$ cat config.mk
export PLATFORM = sky130hd
export DESIGN_NAME = rsd_lin_corrector
export DESIGN_NICKNAME = d
export VERILOG_FILES = /design/src/rtl/rsd_corr_pkg.sv /design/src/rtl/rsd_seq_ctrl.sv /design/src/rtl/rsd_weight_track.sv /design/src/rtl/rsd_accum.sv /design/src/rtl/rsd_sat_out.sv /design/src/rtl/rsd_lin_corrector.sv
export SDC_FILE = /design/constraint.sdc
export NUM_CORES = 1
export LEC_CHECK = 0
export ABC_AREA = 1
export BUFFER_PORTS_ARGS = -buffer_cell sky130_fd_sc_hd__clkbuf_2
export CORE_MARGIN = 2
export CORE_UTILIZATION = 45
export DETAILED_ROUTE_END_ITERATION = 6
export GPL_ROUTABILITY_DRIVEN = 0
export PLACE_DENSITY_LB_ADDON = 0.1
export SKIP_LAST_GASP = 1
export SYNTH_ARGS = -nofsm -noshare
export SYNTH_HDL_FRONTEND = slang
export SYNTH_SLANG_ARGS = --single-unit
$ cat constraint.sdc
create_clock -name clk -period 9.1 [get_ports clk]
set_input_delay 0.91 -clock clk [delete_from_list [all_inputs] [get_ports clk]]
set_output_delay 0.91 -clock clk [all_outputs]
set_load 0.01 [all_outputs]
$ cat src/rtl/rsd_corr_pkg.sv
package rsd_corr_pkg;

    typedef enum logic [1:0] {
        DIG_ZERO     = 2'b00,
        DIG_POS      = 2'b01,
        DIG_ALT_ZERO = 2'b10,
        DIG_NEG      = 2'b11
    } rsd_digit_e;

    typedef enum logic [1:0] {
        ACC_HOLD = 2'd0,
        ACC_ADD  = 2'd1,
        ACC_SUB  = 2'd2
    } acc_op_e;

    typedef struct packed {
        logic load;   // reload coefficients and clear partial sum
        logic step;   // a digit is accepted this cycle
        logic fin;    // the last digit was accepted on the previous edge
    } seq_ctl_t;

    function automatic acc_op_e decode_digit(input logic [1:0] d);
        case (rsd_digit_e'(d))
            DIG_POS: return ACC_ADD;
            DIG_NEG: return ACC_SUB;
            default: return ACC_HOLD;
        endcase
    endfunction

endpackage

$ cat src/rtl/rsd_seq_ctrl.sv
module rsd_seq_ctrl
    import rsd_corr_pkg::*;
#(
    parameter int N_DIGITS = 14
) (
    input  logic     clk,
    input  logic     rst,
    input  logic     sample_start,
    input  logic     digit_valid,
    output seq_ctl_t ctl
);
    localparam int CNT_W = $clog2(N_DIGITS + 1);

    logic             busy_q;
    logic [CNT_W-1:0] cnt_q;
    logic             fin_q;
    logic             last;

    assign last     = (cnt_q == CNT_W'(N_DIGITS - 1));
    assign ctl.load = sample_start;
    assign ctl.step = digit_valid && busy_q && !sample_start;
    assign ctl.fin  = fin_q;

    always_ff @(posedge clk) begin
        if (rst) begin
            busy_q <= 1'b0;
            cnt_q  <= '0;
            fin_q  <= 1'b0;
        end else begin
            fin_q <= ctl.step && last;
            if (sample_start) begin
                busy_q <= 1'b1;
                cnt_q  <= '0;
            end else if (ctl.step) begin
                cnt_q <= cnt_q + 1'b1;
                if (last) begin
                    busy_q <= 1'b0;
                end
            end
        end
    end
endmodule

$ cat src/rtl/rsd_weight_track.sv
module rsd_weight_track
    import rsd_corr_pkg::*;
#(
    parameter int COEF_W = 18,
    parameter int FRAC   = 16,
    parameter int DW     = 20
) (
    input  logic                     clk,
    input  logic                     rst,
    input  seq_ctl_t                 ctl,
    input  logic signed [COEF_W-1:0] gain_coef,
    input  logic signed [COEF_W-1:0] slope_coef,
    output logic signed [DW-1:0]     term
);
    localparam int EXT = DW - COEF_W;

    logic signed [DW-1:0]   w_q, e_q, k_q;
    logic signed [DW-1:0]   w_nx, e_nx, kw, e_sum;
    logic signed [2*DW-1:0] prod;

    assign prod  = k_q * w_q;
    assign kw    = DW'(prod >>> FRAC);
    assign e_sum = e_q + kw;
    assign e_nx  = e_sum >>> 1;
    assign w_nx  = w_q >>> 1;
    assign term  = w_nx - e_nx;

    always_ff @(posedge clk) begin
        if (rst) begin
            w_q <= '0;
            e_q <= '0;
            k_q <= '0;
        end else if (ctl.load) begin
            w_q <= {{EXT{gain_coef[COEF_W-1]}}, gain_coef};
            k_q <= {{EXT{slope_coef[COEF_W-1]}}, slope_coef};
            e_q <= '0;
        end else if (ctl.step) begin
            w_q <= w_nx;
            e_q <= e_nx;
        end
    end
endmodule

$ cat src/rtl/rsd_accum.sv
module rsd_accum
    import rsd_corr_pkg::*;
#(
    parameter int COEF_W = 18,
    parameter int DW     = 20
) (
    input  logic                     clk,
    input  logic                     rst,
    input  seq_ctl_t                 ctl,
    input  logic [1:0]               digit,
    input  logic signed [DW-1:0]     term,
    input  logic signed [COEF_W-1:0] offset_coef,
    output logic signed [DW-1:0]     acc
);
    localparam int EXT = DW - COEF_W;

    acc_op_e              op;
    logic signed [DW-1:0] off_ext;

    assign op      = decode_digit(digit);
    assign off_ext = {{EXT{offset_coef[COEF_W-1]}}, offset_coef};

    always_ff @(posedge clk) begin
        if (rst) begin
            acc <= '0;
        end else if (ctl.load) begin
            acc <= -off_ext;
        end else if (ctl.step) begin
            case (op)
                ACC_ADD: acc <= acc + term;
                ACC_SUB: acc <= acc - term;
                default: acc <= acc;
            endcase
        end
    end
endmodule

$ cat src/rtl/rsd_sat_out.sv
module rsd_sat_out
    import rsd_corr_pkg::*;
#(
    parameter int FRAC  = 16,
    parameter int DW    = 20,
    parameter int OUT_W = 16
) (
    input  logic                    clk,
    input  logic                    rst,
    input  seq_ctl_t                ctl,
    input  logic signed [DW-1:0]    acc,
    output logic signed [OUT_W-1:0] result,
    output logic                    result_valid
);
    localparam int SHIFT = FRAC - (OUT_W - 1);
    localparam logic signed [DW-1:0] MAXV =
        $signed({{(DW - OUT_W + 1){1'b0}}, {(OUT_W - 1){1'b1}}});
    localparam logic signed [DW-1:0] MINV = ~MAXV;

    logic signed [DW-1:0]    scaled;
    logic signed [OUT_W-1:0] clamped;

    assign scaled = acc >>> SHIFT;

    always_comb begin
        if (scaled > MAXV) begin
            clamped = MAXV[OUT_W-1:0];
        end else if (scaled < MINV) begin
            clamped = MINV[OUT_W-1:0];
        end else begin
            clamped = scaled[OUT_W-1:0];
        end
    end

    always_ff @(posedge clk) begin
        if (rst) begin
            result       <= '0;
            result_valid <= 1'b0;
        end else begin
            result_valid <= ctl.fin;
            if (ctl.fin) begin
                result <= clamped;
            end
        end
    end
endmodule

$ cat src/rtl/rsd_lin_corrector.sv
module rsd_lin_corrector
    import rsd_corr_pkg::*;
#(
    parameter int N_DIGITS = 14,
    parameter int COEF_W   = 18,
    parameter int FRAC     = 16,
    parameter int DW       = 20,
    parameter int OUT_W    = 16
) (
    input  logic                     clk,
    input  logic                     rst,
    input  logic                     sample_start,
    input  logic                     digit_valid,
    input  logic [1:0]               digit,
    input  logic signed [COEF_W-1:0] gain_coef,
    input  logic signed [COEF_W-1:0] slope_coef,
    input  logic signed [COEF_W-1:0] offset_coef,
    output logic signed [OUT_W-1:0]  result,
    output logic                     result_valid
);
    seq_ctl_t             ctl;
    logic signed [DW-1:0] term;
    logic signed [DW-1:0] acc;

    rsd_seq_ctrl #(.N_DIGITS(N_DIGITS)) u_ctrl (
        .clk          (clk),
        .rst          (rst),
        .sample_start (sample_start),
        .digit_valid  (digit_valid),
        .ctl          (ctl)
    );

    rsd_weight_track #(.COEF_W(COEF_W), .FRAC(FRAC), .DW(DW)) u_weight (
        .clk        (clk),
        .rst        (rst),
        .ctl        (ctl),
        .gain_coef  (gain_coef),
        .slope_coef (slope_coef),
        .term       (term)
    );

    rsd_accum #(.COEF_W(COEF_W), .DW(DW)) u_acc (
        .clk         (clk),
        .rst         (rst),
        .ctl         (ctl),
        .digit       (digit),
        .term        (term),
        .offset_coef (offset_coef),
        .acc         (acc)
    );

    rsd_sat_out #(.FRAC(FRAC), .DW(DW), .OUT_W(OUT_W)) u_out (
        .clk          (clk),
        .rst          (rst),
        .ctl          (ctl),
        .acc          (acc),
        .result       (result),
        .result_valid (result_valid)
    );
endmodule

==> flow_summary.json, run 1 <==
{
  "status": "finished, violations left",
  "failed_checks": "setup timing",
  "ir_drop_mv": 0.4784,
  "port_buffers": 76,
  "cts_hold_buf": 0,
  "fillCellCount": 4180,
  "required_ps": 9350,
  "vias": 17721,
  "rows": 77,
  "rsz0062_at_grt": "yes",
  "cp-startpoint": "u_weight.k_q[8]$_SDFFE_PP0P_",
  "initial_core_util_pct": 45.47,
  "slowest_stage": "fa_1",
  "netlist_area_mm2": 0.02006,
  "yosysWarnings": 0,
  "finalNonFillerCells": 3619,
  "drt_iter0_markers": 939,
  "clkLatencyLatePin_ps": 370,
  "crit_end": "u_acc.acc[19]$_SDFFE_PP0P_",
  "path_class": "flip-flop to flip-flop",
  "dieArea_mm2": 0.04629,
  "cp.arrival_ps": 10570,
  "drtAntennaViolNets": 0,
  "setup_ws_ps": -1221,
  "grt-ovfl-total": 0,
  "critPathMostFrequentCell": "inv_2",
  "drv_slew": 0,
  "die_w_um": 215.2,
  "reg2reg_slack_ps": -1220,
  "setup_viol": 9,
  "vias_per_cell": 4.897,
  "cts_root_buf": "clkbuf_16",
  "synth_edf_count": 0,
  "antenna_found_initial": 0,
  "slew_headroom_pct": 39.64,
  "synth.distinct_cells": 56,
  "use_met3_pct": 2.944,
  "layout_min_cycle_time_ps": 10320,
  "drive_gt1_share_pct": 25.14,
  "cts_tree": "yes",
  "yosysSeqAreaShare_pct": 9.978,
  "hold_viol_final": 0,
  "layout.cells.most_common": "inv_1",
  "syn_area_per_cell_um2": 7.574,
  "cts_max_level": 3,
  "leakagePower_nw": 13.91,
  "grt_pass1_wl_um": 96190,
  "cts_buffer_depth": 2,
  "ioPinCount": 77,
  "hold_slack_ps": 468.5,
  "hold_class": "flip-flop to flip-flop",
  "wirelength_um": 58180,
  "synth_nets": 3205,
  "grtUsageMet2_pct": 43.98,
  "async_flop_share_pct": 0,
  "mostFrequentLayoutCells": "inv_1 (677), nand2_1 (559), buf_4 (361)",
  "cp_max_fo": 6,
  "fin_skew_ps": 9.732,
  "wire_per_inst_um": 16.08,
  "cpPeakStageDelay_ps": 540,
  "fp.dieH_um": 215.2,
  "drc": 0,
  "tightest_slew_ps": 905.4,
  "cts_inserted_buffers": 9,
  "rr_worst_depth": 63,
  "synthFlopType": "dfxtp_1",
  "maxCapViolations": 0,
  "critPathLaunchType": "flip-flop",
  "finalCritPeriodShare_pct": 113.4,
  "first_pass_iters": 6,
  "cts.sinks": 100,
  "grt_use_total_pct": 26.10,
  "grt_pass1_vias": 18692,
  "ys_ff_latch": 100,
  "postSynthCellCount": 2649,
  "dpl.cell_count": 3551,
  "area_delta_synth_final_pct": 26.37,
  "nets": 3578,
  "busiest_layer": "met2",
  "power_density_mw_per_mm2": 343.1,
  "reg2reg_to": "u_acc.acc[19]$_SDFFE_PP0P_",
  "end_kind": "flip-flop",
  "fmax_mhz": 96.89,
  "use_met1_pct": 35.79,
  "clk_pin_slew_ps": 80,
  "r2r-start": "u_weight.k_q[8]$_SDFFE_PP0P_",
  "dp_hpwl_um": 48410,
  "core_mm2": 0.04412,
  "grt_max_degree": 49,
  "antennaDiodeCount": 0
}
==> cells in the mapped netlist, types with 9 or more instances <==
cell type	n	area, um2
ha_1	147	1839
nand2_2	13	81.33
or2_2	9	56.30
o211ai_1	20	150.1
nor3_1	12	60.06
nor2_1	97	364.1
nand3_1	58	290.3
fa_1	349	6987
o21ai_0	91	455.4
xor2_1	50	437.9
dfxtp_1	100	2002
a31oi_1	36	225.2
o21ai_1	9	45.04
clkbuf_1	103	386.6
a21oi_1	112	560.5
inv_1	705	2646
nand4_1	12	75.07
nand2_1	592	2222
xnor2_1	32	280.3
==> area by class of cell <==
type / count / area (um2) / share of cell area [%]
flip-flops and latches: 100 / 2051 / 8.088
multi-input cells: 1726 / 15990 / 63.05
clock buffers: 10 / 229.0 / 0.9031
repair buffers: 472 / 3607 / 14.23
clock inverters: 6 / 61.31 / 0.2418
inverters: 713 / 2679 / 10.57
well taps: 592 / 740.7 / 2.921
==> cells by family (layout without fill, tap and decap cells) <==
| group | Yosys count | count (layout) | share of synthesized area [%] |
|---|---|---|---|
| XOR/XNOR | 85 | 85 | 3.823 |
| flip-flops | 100 | 100 | 9.978 |
| AND/OR/NAND/NOR | 835 | 835 | 17.64 |
| AO/OA/AOI/OAI | 310 | 310 | 9.111 |
| adder cells (fa/ha/maj) | 496 | 496 | 43.99 |
| buffers and inverters | 823 | 1201 | 15.46 |
==> per-stage QoR <==
step                      cell area [um2]  power [mW]  TNS [ps]  setup slack, ps  utilization [%]
final                               25350       8.700     -5363            -1221            57.46
after global routing                25350       9.507    -10780            -1820            57.46
after CTS                           24440       7.592     -6472            -1324            55.40
after detailed placement            23590       6.666     -7386            -1572            53.47
after global placement              23590       6.573     -5634            -1243            53.47
after floorplan                     20260       4.085     -1028           -735.2                -
==> power by group <==
| part | total, mW | switching, mW | internal (mW) |
|---|---|---|---|
| Combinational | 7.75 | 3.92 | 3.83 |
| Clock | 0.399 | 0.207 | 0.192 |
| Sequential | 0.552 | 0.0667 | 0.486 |
| Total | 8.70 | 4.19 | 4.51 |
==> metal layers <==
metal,vias to the layer above,part of all wire (%)
met5,-,0
met3,78,4.6
li1,8556,-
met1,8702,44
met4,0,2.5
met2,385,48
==> registers in the layout, summed over array words and instances, names as in the netlist <==
name,cells
u_acc.acc,20
u_ctrl.busy_q,1
u_ctrl.cnt_q,4
u_ctrl.fin_q,1
u_out.result,16
u_out.result_valid,1
u_weight.e_q,19
u_weight.k_q,18
u_weight.w_q,20
==> worst min path at each step <==
stage / startpoint / to / slack [ps] / cells past startpoint
3_5_place_dp: u_out.result[15]$_SDFFE_PP0P_ / u_out.result[15]$_SDFFE_PP0P_ / 450 / 2
5_1_grt: u_out.result[4]$_SDFFE_PP0P_ / u_out.result[4]$_SDFFE_PP0P_ / 490 / 2
6_report: u_out.result[15]$_SDFFE_PP0P_ / u_out.result[15]$_SDFFE_PP0P_ / 470 / 2
3_3_place_gp: u_ctrl.cnt_q[3]$_SDFFE_PP0P_ / u_ctrl.cnt_q[3]$_SDFFE_PP0P_ / 450 / 2
4_1_cts: u_out.result[15]$_SDFFE_PP0P_ / u_out.result[15]$_SDFFE_PP0P_ / 470 / 2
2_1_floorplan: u_ctrl.cnt_q[3]$_SDFFE_PP0P_ / u_ctrl.cnt_q[3]$_SDFFE_PP0P_ / 440 / 2
==> worst max-delay path: cells and delay by family (launching register included) <==
family          cells  cell delay (ps)
compound gates      5              640
xor+xnor            5              850
fa+ha+maj          10             4140
buf+inv            15             1000
flops               1              380
simple gates       28             3110
==> repair_timing <==
action,CTS,global route
buffers inserted,31,29
gates cloned,0,0
pin swaps,77,126
gates resized for setup,89,170
endpoints found under the setup margin,13,15
No activity file was read; power rests on OpenSTA's default activity.
==> run 2, diff against run 1 <==
--- a/config.mk
+++ b/config.mk
@@ -6,7 +6,7 @@
 export NUM_CORES = 1
 export LEC_CHECK = 0
 export ABC_AREA = 1
-export BUFFER_PORTS_ARGS = -buffer_cell sky130_fd_sc_hd__clkbuf_2
+export BUFFER_PORTS_ARGS = -buffer_cell sky130_fd_sc_hd__buf_2
 export CORE_MARGIN = 2
 export CORE_UTILIZATION = 45
 export DETAILED_ROUTE_END_ITERATION = 6
==> run 2 against run 1 <==
  * Wire length shrank 0.83%
  * The flow still finishes with violations (setup timing)
  * Largest cell class unchanged
  * Clock power hardly changed
  * Cell area is 1.9% lower
==> flow_summary.json, run 2 (synthesis gave the netlist of run 1 again) <==
{
  "cp.arrival_ps": 10630,
  "vias": 17652,
  "cts_max_level": 3,
  "end_kind": "flip-flop",
  "grt_pass1_vias": 18589,
  "final_cell_area_mm2": 0.02489,
  "drive_gt1_share_pct": 22.69,
  "dp_hpwl_um": 48560,
  "dieArea_mm2": 0.04629,
  "clk_pin_slew_ps": 70,
  "finalCritPeriodShare_pct": 113.9,
  "rr_worst_depth": 62,
  "nets": 3574,
  "leakagePower_nw": 13.88,
  "rows": 77,
  "cts_inserted_buffers": 9,
  "wirelength_um": 57700,
  "dpl.cell_count": 3552,
  "rsz0062_at_grt": "yes",
  "fp.dieH_um": 215.2,
  "critPathMostFrequentCell": "nand2_1",
  "status": "finished, violations left",
  "slew_headroom_pct": 42.40,
  "cp.depth": 62,
  "cts_buffer_depth": 2,
  "setup_viol": 12,
  "hold_class": "flip-flop to flip-flop",
  "antennaDiodeCount": 0,
  "grt-ovfl-total": 0,
  "drc": 0,
  "cts_root_buf": "clkbuf_16",
  "ioPinCount": 77,
  "drtAntennaViolNets": 0,
  "clkLatencyLatePin_ps": 390,
  "crit_end": "u_acc.acc[19]$_SDFFE_PP0P_",
  "p_sw_share_pct": 48.03,
  "path_class": "flip-flop to flip-flop",
  "maxCapViolations": 0,
  "power.switching_mw": 4.025,
  "drt_iter0_markers": 1063,
  "cts.sinks": 100,
  "area_delta_synth_final_pct": 24.03,
  "cts_tree": "yes",
  "fin_skew_ps": 15.78,
  "ir_drop_mv": 0.3938,
  "vias_per_cell": 4.883,
  "grt_use_total_pct": 25.90,
  "hold_viol_final": 0,
  "grt_max_degree": 62,
  "initial_core_util_pct": 45.47,
  "crit_family": "adder cells",
  "pwr-share-seq_pct": 6.5,
  "cts_hold_buf": 0,
  "power_density_mw_per_mm2": 336.8,
  "clkPwrFrac_pct": 4.7,
  "failed_checks": "setup timing",
  "power_frac_comb_pct": 88.7,
  "slowest_stage": "dfxtp_1",
  "intPower_mw": 4.355,
  "wire_per_inst_um": 15.96,
  "required_ps": 9360,
  "placed_area_mm2": 0.02360,
  "tightest_slew_ps": 863.9,
  "antenna_found_initial": 0,
  "setup_ws_ps": -1269,
  "first_pass_iters": 7,
  "grt_pass1_wl_um": 94770,
  "critPathLaunchType": "flip-flop",
  "hold_slack_ps": 464.1,
  "cpPeakStageDelay_ps": 560,
  "layout.cells.most_common": "inv_1",
  "fmax_mhz": 96.44,
  "die_w_um": 215.2,
  "dp_slack_ps": -1429,
  "largestRegisters": "u_acc.acc (20), u_weight.w_q (20), u_weight.e_q (19)",
  "mostFrequentLayoutCells": "inv_1 (697), nand2_1 (574), buf_4 (366)",
  "tns_ps": -6390,
  "r2r-start": "u_weight.w_q[14]$_SDFFE_PP0P_",
  "crit_buf_inv": 12,
  "reg2reg_slack_ps": -1270,
  "core_mm2": 0.04412,
  "reg2reg_to": "u_acc.acc[19]$_SDFFE_PP0P_",
  "drv_slew": 0,
  "finalNonFillerCells": 3615,
  "cp-startpoint": "u_weight.w_q[14]$_SDFFE_PP0P_",
  "cp_max_fo": 5,
  "layout_min_cycle_time_ps": 10370,
  "port_buffers": 76
}
run 2: metrics by stage:
stage / power (mW) / utilization (%)
after floorplan: 4.085 / -
after global placement: 6.571 / 53.48
after detailed placement: 6.667 / 53.48
after CTS: 7.719 / 55.57
after global routing: 9.151 / 56.40
final: 8.380 / 56.40
run 2: cell type report:
type | count | area, um2
Clock buffer | 10 | 229.0
Multi-Input combinational cell | 1726 | 15620
Sequential cell | 100 | 2034
Clock inverter | 6 | 55.05
Fill cell | 4252 | 19240
Inverter | 713 | 2676
Timing Repair Buffer | 468 | 3535
Tap cell | 592 | 740.7
run 2: worst reg2reg max path, delay by kind of cell, from the launching register on:
kind / cells / cell delay, ps
buffers and inverters: 12 / 1130
AO/OA/AOI/OAI: 11 / 1590
XOR/XNOR: 3 / 430
AND/OR/NAND/NOR: 27 / 2690
adder cells (fa/ha/maj): 9 / 3860
flip-flops: 1 / 560
run 2: worst min-delay path by stage:
stage | startpoint | to | slack (ps) | depth (start not counted)
6_report | u_out.result[8]$_SDFFE_PP0P_ | u_out.result[8]$_SDFFE_PP0P_ | 460 | 2
2_1_floorplan | u_ctrl.cnt_q[3]$_SDFFE_PP0P_ | u_ctrl.cnt_q[3]$_SDFFE_PP0P_ | 440 | 2
3_5_place_dp | u_out.result[15]$_SDFFE_PP0P_ | u_out.result[15]$_SDFFE_PP0P_ | 450 | 2
3_3_place_gp | u_ctrl.cnt_q[3]$_SDFFE_PP0P_ | u_ctrl.cnt_q[3]$_SDFFE_PP0P_ | 450 | 2
5_1_grt | u_out.result[15]$_SDFFE_PP0P_ | u_out.result[15]$_SDFFE_PP0P_ | 490 | 2
4_1_cts | u_out.result[15]$_SDFFE_PP0P_ | u_out.result[15]$_SDFFE_PP0P_ | 460 | 2
run 2: power by group through the flow:
stage | logic (mW) | registers (mW) | clock network (mW)
after floorplan | 3.56 | 0.524 | 0
after global placement | 6.02 | 0.552 | 0
after detailed placement | 6.12 | 0.552 | 0
after CTS | 6.77 | 0.546 | 0.401
after global routing | 8.18 | 0.554 | 0.414
final | 7.44 | 0.548 | 0.396
run 2: timing repair:
item	4_1_cts	5_1_grt
resized for setup	95	57
endpoints found under the setup margin	12	15
pin swaps	56	45
endpoints found under the hold margin	0	0
setup buffers	37	14
run 2: metal layers:
layer | part of all wire, % | track usage [%] | vias up
met5 | 0 | 0 | -
met4 | 2.9 | 7.609 | 0
met3 | 5.1 | 3.270 | 71
met2 | 48 | 43.46 | 415
met1 | 44 | 35.11 | 8608
li1 | - | - | 8558
